**config.mk**
```make
export PLATFORM = sky130hd
export DESIGN_NAME = pmc_ctrl
export DESIGN_NICKNAME = d
export VERILOG_FILES = /design/src/rtl/pmc_pkg.sv /design/src/rtl/pmc_sync.sv /design/src/rtl/pmc_decode.sv /design/src/rtl/pmc_ctrl.sv
export SDC_FILE = /design/constraint.sdc
export NUM_CORES = 1
export LEC_CHECK = 0
export ABC_AREA = 0
export ABC_CLOCK_PERIOD_IN_PS = 1000
export BUFFER_PORTS_ARGS = -buffer_cell sky130_fd_sc_hd__buf_2
export CORE_MARGIN = 2
export CORE_UTILIZATION = 35
export CTS_BUF_LIST = sky130_fd_sc_hd__clkbuf_16
export DETAILED_ROUTE_END_ITERATION = 8
export PLACE_DENSITY = 0.76
export SYNTH_ARGS = -nofsm -noshare
export SYNTH_HDL_FRONTEND = slang
export SYNTH_HIERARCHICAL = 1
export SYNTH_SLANG_ARGS = --single-unit
```
**constraint.sdc**
```tcl
create_clock -name clk -period 1 [get_ports clk]
set_input_delay 0.25 -clock clk [delete_from_list [all_inputs] [get_ports clk]]
set_output_delay 0.25 -clock clk [all_outputs]
set_load 0.01 [all_outputs]
```
**src/rtl/pmc_pkg.sv**
```systemverilog
package pmc_pkg;

  typedef struct packed {
    logic conv_en;
    logic pll_en;
    logic pwm_run;
    logic backup_on;
    logic chg_hi;
    logic chg_lo;
    logic drv1;
    logic drv2;
    logic reg2;
    logic reg3;
    logic clamp;
  } pmc_ctl_t;

  typedef struct packed {
    logic run;
    logic backup;
    logic lbo_auto;
    logic chg_hi;
    logic chg_lo;
    logic drv1;
    logic drv2;
    logic reg2;
    logic reg3;
  } pmc_cfg_t;

  typedef enum logic [1:0] {
    CHG_OFF  = 2'b00,
    CHG_LOW  = 2'b01,
    CHG_HIGH = 2'b10
  } chg_sel_e;

  // Power-up state: converter alive in coast, everything else off.
  localparam pmc_ctl_t CTL_RESET = '{conv_en: 1'b1, default: 1'b0};

  function automatic logic want_run(input logic bit_run, input logic pin_run);
    return bit_run | pin_run;
  endfunction

  function automatic logic want_backup(input logic bit_bk, input logic auto_arm,
                                       input logic lowbat_n);
    return bit_bk | (auto_arm & ~lowbat_n);
  endfunction

  function automatic chg_sel_e pick_charge(input logic hi, input logic lo,
                                           input logic bk);
    if (bk)      return CHG_OFF;
    else if (hi) return CHG_HIGH;
    else if (lo) return CHG_LOW;
    else         return CHG_OFF;
  endfunction

endpackage

```
**src/rtl/pmc_sync.sv**
```systemverilog
module pmc_sync #(
  parameter int unsigned WIDTH   = 3,
  parameter int unsigned STAGES  = 2,
  parameter logic [WIDTH-1:0] RST_VAL = '0
) (
  input  logic             clk,
  input  logic             rst_n,
  input  logic [WIDTH-1:0] d,
  output logic [WIDTH-1:0] q
);

  generate
    if (STAGES <= 1) begin : g_single
      logic [WIDTH-1:0] stg;
      always_ff @(posedge clk or negedge rst_n) begin
        if (!rst_n) stg <= RST_VAL;
        else        stg <= d;
      end
      assign q = stg;
    end else begin : g_chain
      logic [STAGES-1:0][WIDTH-1:0] stg;
      always_ff @(posedge clk or negedge rst_n) begin
        if (!rst_n) stg <= {STAGES{RST_VAL}};
        else        stg <= {stg[STAGES-2:0], d};
      end
      assign q = stg[STAGES-1];
    end
  endgenerate

endmodule

```
**src/rtl/pmc_decode.sv**
```systemverilog
module pmc_decode
  import pmc_pkg::*;
#(
  parameter int unsigned OV_W = 5
) (
  input  pmc_cfg_t        cfg,
  input  logic [OV_W-1:0] vout_code,
  input  logic            run_pin_s,
  input  logic            drv2_pin_s,
  input  logic            lowbat_n_s,
  input  logic            pll_ready,
  input  logic            rst_req,
  output logic            run_req,
  output logic            bk_req,
  output pmc_ctl_t        nxt
);

  localparam logic [OV_W-1:0] CLAMP_CODE = OV_W'(1) << (OV_W - 1);

  chg_sel_e chg;

  assign run_req = want_run(cfg.run, run_pin_s);
  assign bk_req  = want_backup(cfg.backup, cfg.lbo_auto, lowbat_n_s);
  assign chg     = pick_charge(cfg.chg_hi, cfg.chg_lo, bk_req);

  always_comb begin
    if (rst_req) begin
      nxt = CTL_RESET;
    end else begin
      nxt.conv_en   = ~bk_req;
      nxt.pll_en    = run_req & ~bk_req;
      nxt.pwm_run   = run_req & ~bk_req & pll_ready;
      nxt.backup_on = bk_req;
      nxt.chg_hi    = (chg == CHG_HIGH);
      nxt.chg_lo    = (chg == CHG_LOW);
      nxt.drv1      = cfg.drv1;
      nxt.drv2      = cfg.drv2 & drv2_pin_s;
      nxt.reg2      = cfg.reg2;
      nxt.reg3      = cfg.reg3;
      nxt.clamp     = (vout_code >= CLAMP_CODE);
    end
  end

endmodule

```
**src/rtl/pmc_ctrl.sv**
```systemverilog
module pmc_ctrl
  import pmc_pkg::*;
#(
  parameter int unsigned OV_W        = 5,
  parameter int unsigned SYNC_STAGES = 2
) (
  input  logic            clk,
  input  logic            rst_n,
  input  logic            cfg_run,
  input  logic            cfg_backup,
  input  logic            cfg_lbo_auto,
  input  logic            cfg_chg_hi,
  input  logic            cfg_chg_lo,
  input  logic            cfg_drv1,
  input  logic            cfg_drv2,
  input  logic            cfg_reg2,
  input  logic            cfg_reg3,
  input  logic [OV_W-1:0] vout_code,
  input  logic            pin_run,
  input  logic            pin_drv2,
  input  logic            pin_lowbat_n,
  input  logic            pll_ready,
  input  logic            rst_req,
  output logic            conv_en,
  output logic            pll_en,
  output logic            pwm_run,
  output logic            backup_on,
  output logic            chg_hi_en,
  output logic            chg_lo_en,
  output logic            drv1_on,
  output logic            drv2_on,
  output logic            reg2_en,
  output logic            reg3_en,
  output logic            clamp_en
);

  localparam int unsigned NPIN = 3;
  localparam logic [NPIN-1:0] PIN_IDLE = 3'b001;  // {run, drv2, lowbat_n}

  pmc_cfg_t        cfg;
  logic [NPIN-1:0] pins_s;
  logic            run_pin_s, drv2_pin_s, lowbat_n_s;
  logic            run_req, bk_req;
  pmc_ctl_t        ctl_d, ctl_q;

  assign cfg = '{run: cfg_run, backup: cfg_backup, lbo_auto: cfg_lbo_auto,
                 chg_hi: cfg_chg_hi, chg_lo: cfg_chg_lo, drv1: cfg_drv1,
                 drv2: cfg_drv2, reg2: cfg_reg2, reg3: cfg_reg3};

  pmc_sync #(.WIDTH(NPIN), .STAGES(SYNC_STAGES), .RST_VAL(PIN_IDLE)) u_sync (
    .clk   (clk),
    .rst_n (rst_n),
    .d     ({pin_run, pin_drv2, pin_lowbat_n}),
    .q     (pins_s)
  );

  assign {run_pin_s, drv2_pin_s, lowbat_n_s} = pins_s;

  pmc_decode #(.OV_W(OV_W)) u_dec (
    .cfg        (cfg),
    .vout_code  (vout_code),
    .run_pin_s  (run_pin_s),
    .drv2_pin_s (drv2_pin_s),
    .lowbat_n_s (lowbat_n_s),
    .pll_ready  (pll_ready),
    .rst_req    (rst_req),
    .run_req    (run_req),
    .bk_req     (bk_req),
    .nxt        (ctl_d)
  );

  always_ff @(posedge clk or negedge rst_n) begin
    if (!rst_n) ctl_q <= CTL_RESET;
    else        ctl_q <= ctl_d;
  end

  assign conv_en   = ctl_q.conv_en;
  assign pll_en    = ctl_q.pll_en;
  assign pwm_run   = ctl_q.pwm_run;
  assign backup_on = ctl_q.backup_on;
  assign chg_hi_en = ctl_q.chg_hi;
  assign chg_lo_en = ctl_q.chg_lo;
  assign drv1_on   = ctl_q.drv1;
  assign drv2_on   = ctl_q.drv2;
  assign reg2_en   = ctl_q.reg2;
  assign reg3_en   = ctl_q.reg3;
  assign clamp_en  = ctl_q.clamp;

  // Assertions guarding the registered enables

  p_coast_r1: assert property (@(posedge clk) disable iff (!rst_n)
    (!$past(cfg_run) && !$past(run_pin_s)) |-> (!pll_en && !pwm_run));

  p_lock_gate_r2: assert property (@(posedge clk) disable iff (!rst_n)
    pwm_run |-> ($past(pll_ready) && pll_en));

  p_auto_backup_r3: assert property (@(posedge clk) disable iff (!rst_n)
    ($past(bk_req) && !$past(rst_req)) |-> backup_on);

  p_backup_excl_r4: assert property (@(posedge clk) disable iff (!rst_n)
    backup_on |-> (!conv_en && !pll_en && !chg_hi_en && !chg_lo_en));

  p_chg_onehot_r5: assert property (@(posedge clk) disable iff (!rst_n)
    $onehot0({chg_hi_en, chg_lo_en}));

  p_drv2_and_r6: assert property (@(posedge clk) disable iff (!rst_n)
    drv2_on |-> ($past(cfg_drv2) && $past(drv2_pin_s)));

  p_clamp_r7: assert property (@(posedge clk) disable iff (!rst_n)
    clamp_en |-> $past(vout_code[OV_W-1]));

  p_rst_req_r8: assert property (@(posedge clk) disable iff (!rst_n)
    rst_req |=> (conv_en && !pll_en && !pwm_run && !backup_on && !chg_hi_en &&
                 !chg_lo_en && !drv1_on && !drv2_on && !reg2_en && !reg3_en &&
                 !clamp_en));

endmodule

```
Word level (Yosys, flattened, before mapping)
Index checks and enable logic that the tools add are counted.
Storage, ports and cells
  bits of input ports: 21
  output and inout bits: 11
  word-level logic and storage cells: 28
  register bits after elaboration: 17
Cells by class
  equality and inequality tests: 2
  muxes and demuxes: 4
  bitwise logic cells: 8
  $lt $le $gt $ge: 1
Operators by type and width (number)
  two-way mux 11 bit: 1
  >= comparator 5 bit (second input constant): 1
  AND 1 bit: 4
  two-way mux 2 bit: 2
  equality test 2 x 1 -> 1 bit (second input constant): 1
  equality test 2 bit (second input constant): 1
  inverter 1 bit: 2
  OR 1 bit: 2
  two-way mux 1 bit: 1

Depth between registers and ports, before layout
Gate-level depths: netlist of the first run.
  word-level depth: 7
  mapped depth: 3
  gate-level depth less buffers: 2

Hierarchy
The synthesis of the first run kept the hierarchy.
By module, submodules not included
  pmc_ctrl: cells each 11, area an instance 276.5 um^2, times used 1, sequential area each 276.5 um^2
  pmc_sync: cells each 9, area an instance 175.2 um^2, times used 1, sequential area each 152.6 um^2
  pmc_decode: cells each 18, area an instance 163.9 um^2, times used 1, sequential area each 0.0 um^2

Least setup slack after synthesis of the first run
No wires, ideal clock.
  kind: flip-flop to flip-flop
  start: register u_sync.g_chain.stg (netlist bit u_sync/q[2])
  end: register ctl_q (netlist bit pll_en)
  buffers on the path: 1
  period minus slack after synthesis: 927 ps
  setup slack: 73 ps
  arrival: 802 ps
  setup time: 125 ps
  cell stages (with the launch flop): 4
  required time: 875 ps
  cell sequence: dfrtp_1 buf_4 or2_1 nor4b_2
RTL lines
  start, declared: line pmc_sync.sv:21  | logic [STAGES-1:0][WIDTH-1:0] stg;
  start signal, assigned: line pmc_sync.sv:23  | if (!rst_n) stg <= {STAGES{RST_VAL}};
  start signal, assigned: line pmc_sync.sv:24  | else stg <= {stg[STAGES-2:0], d};
  end signal, assigned: line pmc_ctrl.sv:74  | else ctl_q <= ctl_d;
  end, declared: line pmc_ctrl.sv:44  | pmc_ctl_t ctl_d, ctl_q;

Worst setup path in the final report of the first run
  start: register ctl_q (netlist bit conv_en)
  end: output port conv_en
RTL lines
  end, declared: line pmc_ctrl.sv:24  | output logic conv_en,
No word-level cell between the ends.

==> results of run 1 <==
## state kept, by name (all words and copies together) (netlist names)
register / count
pll_en: 1
backup_on: 1
pwm_run: 1
u_sync/q: 3
chg_hi_en: 1
drv2_on: 1
conv_en: 1
chg_lo_en: 1
u_sync/g_chain.stg: 3
clamp_en: 1
reg2_en: 1
drv1_on: 1
reg3_en: 1
## layout by cell type (no fill, tap or decap)
| master | n |
|---|---|
| buf_2 | 26 |
| dfrtp_1 | 14 |
| and2b_2 | 4 |
| clkbuf_16 | 3 |
| dfstp_2 | 3 |
| nor4_2 | 2 |
| nor4b_2 | 2 |
| inv_1 | 1 |
| dlygate4sd3_1 | 1 |
| buf_6 | 1 |
| nand2_1 | 1 |
| nor2_1 | 1 |
| nor2b_4 | 1 |
| o21ba_1 | 1 |
| or2_1 | 1 |
| o21ai_0 | 1 |
| o21bai_1 | 1 |
| nand2b_1 | 1 |
## through the flow
stage,cell area [um^2],util (%),instances
after floorplan,609,-,37
after global placement,732,43.3,77
after detailed placement,732,43.3,77
after CTS,827,49.0,82
after global routing,827,49.0,82
final,827,49.0,82
## metal layers
metal	part of all wire, %	wire length [um]	vias to the layer above
li1	-	-	174
met1	37	330	176
met2	53	483	20
met3	10	90	0
met5	0	0	-
met4	0	0	0
## final cells by class
type	instances	area (um^2)	area share [%]
clock buffer	3	75.1	9.08
clock inverter	1	3.75	0.454
multi-input combinational	16	146	17.7
sequential	17	429	51.9
tap	17	21.3	2.57
timing repair buffer	28	151	18.3
## worst max-delay path by stage
stage                      to         from  slack, ns  cells past startpoint
floorplan              pll_en  u_sync/q[2]       0.07                      3
global placement    chg_hi_en  u_sync/q[0]       0.13                      2
detailed placement     pll_en  u_sync/q[0]       0.10                      2
CTS                   conv_en      conv_en      -0.11                      1
global route          conv_en      conv_en      -0.13                      1
finish                conv_en      conv_en      -0.11                      1
## report_power, final
group	total, mW	switching [mW]	internal (mW)
combinational	0.125	0.0603	0.0642
clock	0.766	0.237	0.529
sequential	0.736	0.00917	0.727
total	1.63	0.306	1.32
## timing repair
action                                 CTS  global route
setup endpoints to repair                1             5
resized for setup                        1             0
hold buffers                             1             0
endpoints found under the hold margin   14             0
==> results.md, run 1 <==
* CP Class: reg2out
* Core box area at 1690 um^2
* Worst Hold Class: in2reg
* RSZ-0062 raised after global routing: yes
* Mapped cell area at 609 um^2
* Vias at 370
* Die height at 45.7 um
* Cell leakage power at 0.432 nW
* Clock root cell: clkbuf_16
* DR iter-0 viols at 0
* Critical-path cell list: buf_6
* Critical Path RT at 0.75 ns
* Buffers and inverters on the worst path at 1
* Hold Path Sink: u_sync/g_chain.stg[0]
* Routed WL at 904 um
* Failing checks: setup timing
* Post-DRT Antenna Nets at 0
* Pwr Density at 1970 nW/um^2
* Initial antenna violation count at 0
* CTS buffer count at 3
* Met2 Resource Use GR at 18.9%
* Setup crit start kind: flip-flop
* Worst-Margin Slew at 0.360 ns
* Hold path start: pin_lowbat_n
* Place WS at 0.104 ns
* Final period utilization at 111%
* Peak VDD IR at 1.02 mV
* Total power at 1.63 mW
* Avg Inst Size Synth at 16.5 um^2
* Worst Slack Setup Final at -0.108 ns
* Met1 usage at 9.16%
* H-tree depth at 1
* RePlAce Congestion at 0.668
* CP peak stage delay at 0.52 ns
* Crit Path Max Fanout at 1
* Fmax achieved at 0.902 GHz
* Largest delay share family, worst path: flip-flops
* Die footprint at 2090 um^2
* DRT Pass-1 Iters at 1
* Worst hold slack at 0.104 ns
* CTS tree: yes
* Worst skew pair latency at 0.24 ns
* Detailed-route DRC error count at 0
* Setup violations, final at 1
* Reg2reg start: u_sync/q[0]
* Post-synthesis cell count at 37
* Fillers at 158
* Buffer count from post-CTS setup fixing at 0
* Total Nets Final at 87
* Rel. slew slack at 76.0%
* Largest net degree at the start of global routing at 18
* Synth warn at 6
* Slew Viols, Final at 0
* DR vias/cell at 4.51
* Syn nets at 58
* Gr usage total at 10.0%
* Total congestion overflow at 0
* Final Hold Fails at 0
* Met3 usage at 3.57%
* Layout Skew at 0.000727 ns
* Worst-path clk slew at 0.05 ns
* Worst path slowest cell: dfstp_2
* Reg2Reg Setup Slack at 0.10 ns
* Setup TNS at -0.108 ns
* Port Buffers at 27
* R2R depth at 2
* # IOs at 32
* Clock sinks at 17
* MaxCap Viol Count at 0
* Critical path data arrival time at 0.86 ns
* Clock buffer depth at 2
* Share of cells above drive strength 1 at 64.6%
* Row count at 15
* Initial core utilization at 36.1%
* Top Usage Layer GRT: met2
* Status: complete, but fails checks
* Area Overhead vs Synth at 35.7%
* First-pass GRT wire length at 1410 um
* Routed length per instance at 11.0 um
* Hold Path Depth at 1
* Kind of end point of the critical path: output pin
* Vias in the first global route at 355
* Die X at 45.7 um
* Reg-to-reg endpoint: pll_en
* Antenna cells at 0
* Fin crit period at 1.11 ns
(Power assumes the default switching activity.)
==> inputs of run 2 (changes only) <==
CORE_MARGIN = 1   (was 2)
==> results.md, run 2 (synthesized netlist as in run 1, its figures left out) <==
* Status: complete, but fails checks
* Failing checks: DRC, setup timing
* Total Nets Final at 87
* Die footprint at 1910 um^2
* Reg2reg start: u_sync/q[0]
* First-pass GRT wire length at 1520 um
* Initial antenna violation count at 0
* Clock sinks at 17
* MaxCap Viol Count at 0
* Vias at 368
* Hold path start: pin_lowbat_n
* H-tree depth at 1
* Worst Hold Class: in2reg
* Critical Path RT at 0.75 ns
* Largest delay share family, worst path: flip-flops
* Largest net degree at the start of global routing at 18
* Routed WL at 872 um
* Layout Skew at 0.00115 ns
* Setup violations, final at 1
* Comb power frac at 7.7%
* Total congestion overflow at 0
* Die X at 43.7 um
* Antenna cells at 0
* Clock buffer depth at 2
* Psw at 0.303 mW
* Hold Path Depth at 1
* Commonest non-fill, non-tap cell in the layout: buf_2
* Critical-path cell list: buf_6
* Worst-path clk slew at 0.05 ns
* RePlAce Congestion at 0.604
* Worst-Margin Slew at 0.364 ns
* Final Hold Fails at 0
* CP Depth at 1
* Cell leakage power at 0.433 nW
* Reg2Reg Setup Slack at 0.12 ns
* Fmax achieved at 0.908 GHz
* Worst skew pair latency at 0.24 ns
* Critical path data arrival time at 0.85 ns
* CP Launch Point: conv_en
* DR iter-0 viols at 5
* Initial core utilization at 39.1%
* Pint at 1.32 mW
* Fillers at 141
* Fin crit period at 1.10 ns
* Total power at 1.63 mW
* Setup crit start kind: flip-flop
* Rel. slew slack at 75.7%
* R2R depth at 2
* Clock root cell: clkbuf_16
* Placed Instances at 76
* Share of cells above drive strength 1 at 64.6%
* Buffers and inverters on the worst path at 1
* DRT Pass-1 Iters at 6
* Port Buffers at 27
* Detailed-route DRC error count at 1
* Crit Path Max Fanout at 1
* Final core utilization at 53.4%
* DR vias/cell at 4.54
* Sw frac at 18.7%
* CTS tree: yes
* Final std cells w/o fill at 81
* Most frequent cells in the layout: buf_2, dfrtp_1, and2b_2
* Post-DRT Antenna Nets at 0
* Worst Slack Setup Final at -0.102 ns
* # IOs at 32
* Final period utilization at 110%
* Die height at 43.7 um
* Worst path slowest cell: dfstp_2
* CP Class: reg2out
* Peak VDD IR at 1.15 mV
* Vias in the first global route at 409
* Slew Viols, Final at 0
* Pwr Density at 1950 nW/um^2
* Clock power frac at 46.9%
* Routed length per instance at 10.8 um
* CTS buffer count at 3
* CP peak stage delay at 0.52 ns
* Area Overhead vs Synth at 36.6%
* Gr usage total at 11.6%
* RSZ-0062 raised after global routing: yes
* Seq pwr share at 45.3%
* Kind of end point of the critical path: output pin
* Core box area at 1560 um^2
* Row count at 14
[run 2: cell counts in the layout (fill, tap and decap cells not counted)]
No cell type changed its count.
[run 2: power by group through the flow]
| stage | combinational [mW] | clock [mW] | sequential (mW) |
|---|---|---|---|
| after global placement | 0.118 | 0 | 0.745 |
| after CTS | 0.127 | 0.789 | 0.737 |
| after detailed placement | 0.121 | 0 | 0.747 |
| after global routing | 0.141 | 0.817 | 0.740 |
| final | 0.126 | 0.763 | 0.737 |
| after floorplan | 0.0514 | 0 | 0.757 |
[run 2: cell type report]
cell class	count	area, um^2	share of cell area [%]
clock inverter	1	3.75	0.451
timing repair buffer	28	158	18.9
multi-input combinational	16	146	17.6
tap	16	20.0	2.41
clock buffer	3	75.1	9.02
sequential	17	429	51.6
[run 2: metrics by stage]
step | area [um^2] | TNS, ns | worst slack, ns | hold slack [ns]
2_1_floorplan | 609 | 0 | 0.0740 | -0.0456
6_report | 832 | -0.102 | -0.102 | 0.107
5_1_grt | 832 | -0.154 | -0.122 | 0.0998
3_3_place_gp | 731 | 0 | 0.128 | 0.174
3_5_place_dp | 731 | 0 | 0.121 | 0.181
4_1_cts | 826 | -0.113 | -0.111 | 0.103
[run 2: path summary, 6_finish.rpt]
path / endpoint
worst max-delay path: conv_en
worst min-delay path: u_sync/g_chain.stg[0]
worst max register to register: pwm_run
worst min register to register: u_sync/q[1]
max in group asynchronous: u_sync/g_chain.stg[0]
min in group asynchronous: u_sync/g_chain.stg[1]
[run 2: timing repair]
item | in CTS | in global routing
endpoints found under the setup margin | 2 | 5
setup buffers | 0 | 0
endpoints found under the hold margin | 14 | 0
gates resized for setup | 1 | 1
hold buffers | 1 | 0
[run 2: per-layer routing]
layer	part of all wire, %	vias up	global-route usage (%)	routed length [um]
li1	-	174	-	-
met1	38	168	11.0	331
met2	48	24	20.0	422
met3	11	2	5.00	100
met4	1.9	0	7.50	17
met5	0	-	0	0
==> inputs of run 3 (changes only) <==
CELL_PAD_IN_SITES_DETAIL_PLACEMENT = 1   (was not set)
CELL_PAD_IN_SITES_GLOBAL_PLACEMENT = 1   (was not set)
CORE_ASPECT_RATIO = 1.4   (was not set)
CORE_UTILIZATION = 29   (was 35)
PLACE_DENSITY = 0.8   (was 0.76)
==> results.md, run 3 (synthesized netlist as in run 1, its figures left out) <==
* Status: complete, but fails checks
* Failing checks: setup timing
* Area occupied by multi-input gates at 146 um^2
* Area Overhead vs Synth at 40.7%
* Largest delay share family, worst path: flip-flops
* Clock sinks at 17
* Cell leakage power at 0.436 nW
* Comb power frac at 8.0%
* Pint at 1.33 mW
* DR iter-0 viols at 0
* Setup TNS at -0.111 ns
* H-tree depth at 1
* Seq pwr share at 44.6%
* Initial core utilization at 30.9%
* Total congestion overflow at 0
* Most frequent cells in the layout: buf_2, dfrtp_1, buf_6
* DRT Pass-1 Iters at 1
* Crit Path Max Fanout at 1
* Routed WL at 1010 um
* Worst-Margin Slew at 0.363 ns
* Sw frac at 19.7%
* Detailed-route DRC error count at 0
* CP Class: reg2out
* DR vias/cell at 4.49
* Fin crit period at 1.11 ns
* RePlAce Congestion at 0.591
* Die X at 40.7 um
* FF+latch area at 429 um^2
* Slew Viols, Final at 0
* Core box area at 1970 um^2
* Kind of end point of the critical path: output pin
* Fillers at 216
* Vias in the first global route at 412
* Pwr Density at 1930 nW/um^2
* Critical-path cell list: buf_6
* Critical path data arrival time at 0.86 ns
* Worst hold slack at 0.102 ns
* Clock root cell: clkbuf_16
* Peak VDD IR at 1.09 mV
* Clock buffer depth at 2
* Place WS at 0.0725 ns
* # IOs at 32
* Commonest non-fill, non-tap cell in the layout: buf_2
* Buffer count from post-CTS setup fixing at 0
* Worst Hold Class: in2reg
* Antenna cells at 0
* Post-DRT Antenna Nets at 0
* R2R depth at 2
* Clock power frac at 47.4%
* Row count at 19
* Setup violations, final at 1
* Die footprint at 2290 um^2
* First-pass GRT wire length at 1640 um
* Largest net degree at the start of global routing at 18
* CP Depth at 1
* Die height at 56.2 um
* Final Hold Fails at 0
* Hold Path Depth at 1
* Worst skew pair latency at 0.25 ns
* Final period utilization at 111%
* Worst Slack Setup Final at -0.111 ns
* Setup crit start kind: flip-flop
* Total Nets Final at 87
* Placed Instances at 81
* Port Buffers at 27
* Psw at 0.326 mW
* Critical Path RT at 0.75 ns
* Vias at 386
* Worst path slowest cell: dfstp_2
* CTS tree: yes
* Routed length per instance at 11.7 um
* Buffers and inverters on the worst path at 1
* Initial antenna violation count at 0
* Layout Skew at 0.00130 ns
* Share of cells above drive strength 1 at 64.6%
* Final std cells w/o fill at 86
* CP peak stage delay at 0.52 ns
* Fmax achieved at 0.900 GHz
* Gr usage total at 11.3%
* Rel. slew slack at 75.8%
* Worst-path clk slew at 0.05 ns
* CTS buffer count at 3
* RSZ-0062 raised after global routing: yes
* MaxCap Viol Count at 0
run 3: final cells by class:
| type | count | share of cell area, % |
|---|---|---|
| clock inverter | 1 | 0.438 |
| timing repair buffer | 28 | 20.6 |
| sequential | 17 | 50.1 |
| multi-input combinational | 16 | 17.1 |
| tap | 21 | 3.07 |
| clock buffer | 3 | 8.76 |
run 3: power by group through the flow:
| stage | clock [mW] | combinational, mW | sequential [mW] |
|---|---|---|---|
| detailed placement | 0 | 0.124 | 0.747 |
| floorplan | 0 | 0.0514 | 0.757 |
| global placement | 0 | 0.118 | 0.745 |
| finish | 0.784 | 0.132 | 0.738 |
| CTS | 0.808 | 0.131 | 0.737 |
| global route | 0.834 | 0.147 | 0.741 |
run 3: routing by layer:
metal  GRT usage [%]  wire [um]
met3            6.00         98
met4            8.57         38
met5               0          0
met2            17.2        542
met1            10.5        329
run 3: final timing paths:
kind / startpoint / endpoint / slack, ns
max: conv_en / conv_en / -0.11
min: pin_lowbat_n / u_sync/g_chain.stg[0] / 0.10
max reg2reg: u_sync/q[0] / pll_en / 0.08
min reg2reg: u_sync/g_chain.stg[1] / u_sync/q[1] / 0.34
max in group asynchronous: rst_n / u_sync/g_chain.stg[0] / 0.26
min in group asynchronous: rst_n / reg2_en / 0.44
run 3: timing repair:
item / 4_1_cts / 5_1_grt
setup endpoints to repair: 1 / 10
hold endpoints to repair: 14 / 0
hold buffers: 1 / 0
gates resized for setup: 1 / 4
run 3: through the flow:
stage	utilization [%]	cell area, um^2	total power [mW]
floorplan	-	609	0.808
global route	43.4	857	1.72
finish	43.4	857	1.65
global placement	37.3	737	0.864
CTS	42.2	832	1.68
detailed placement	37.3	737	0.871
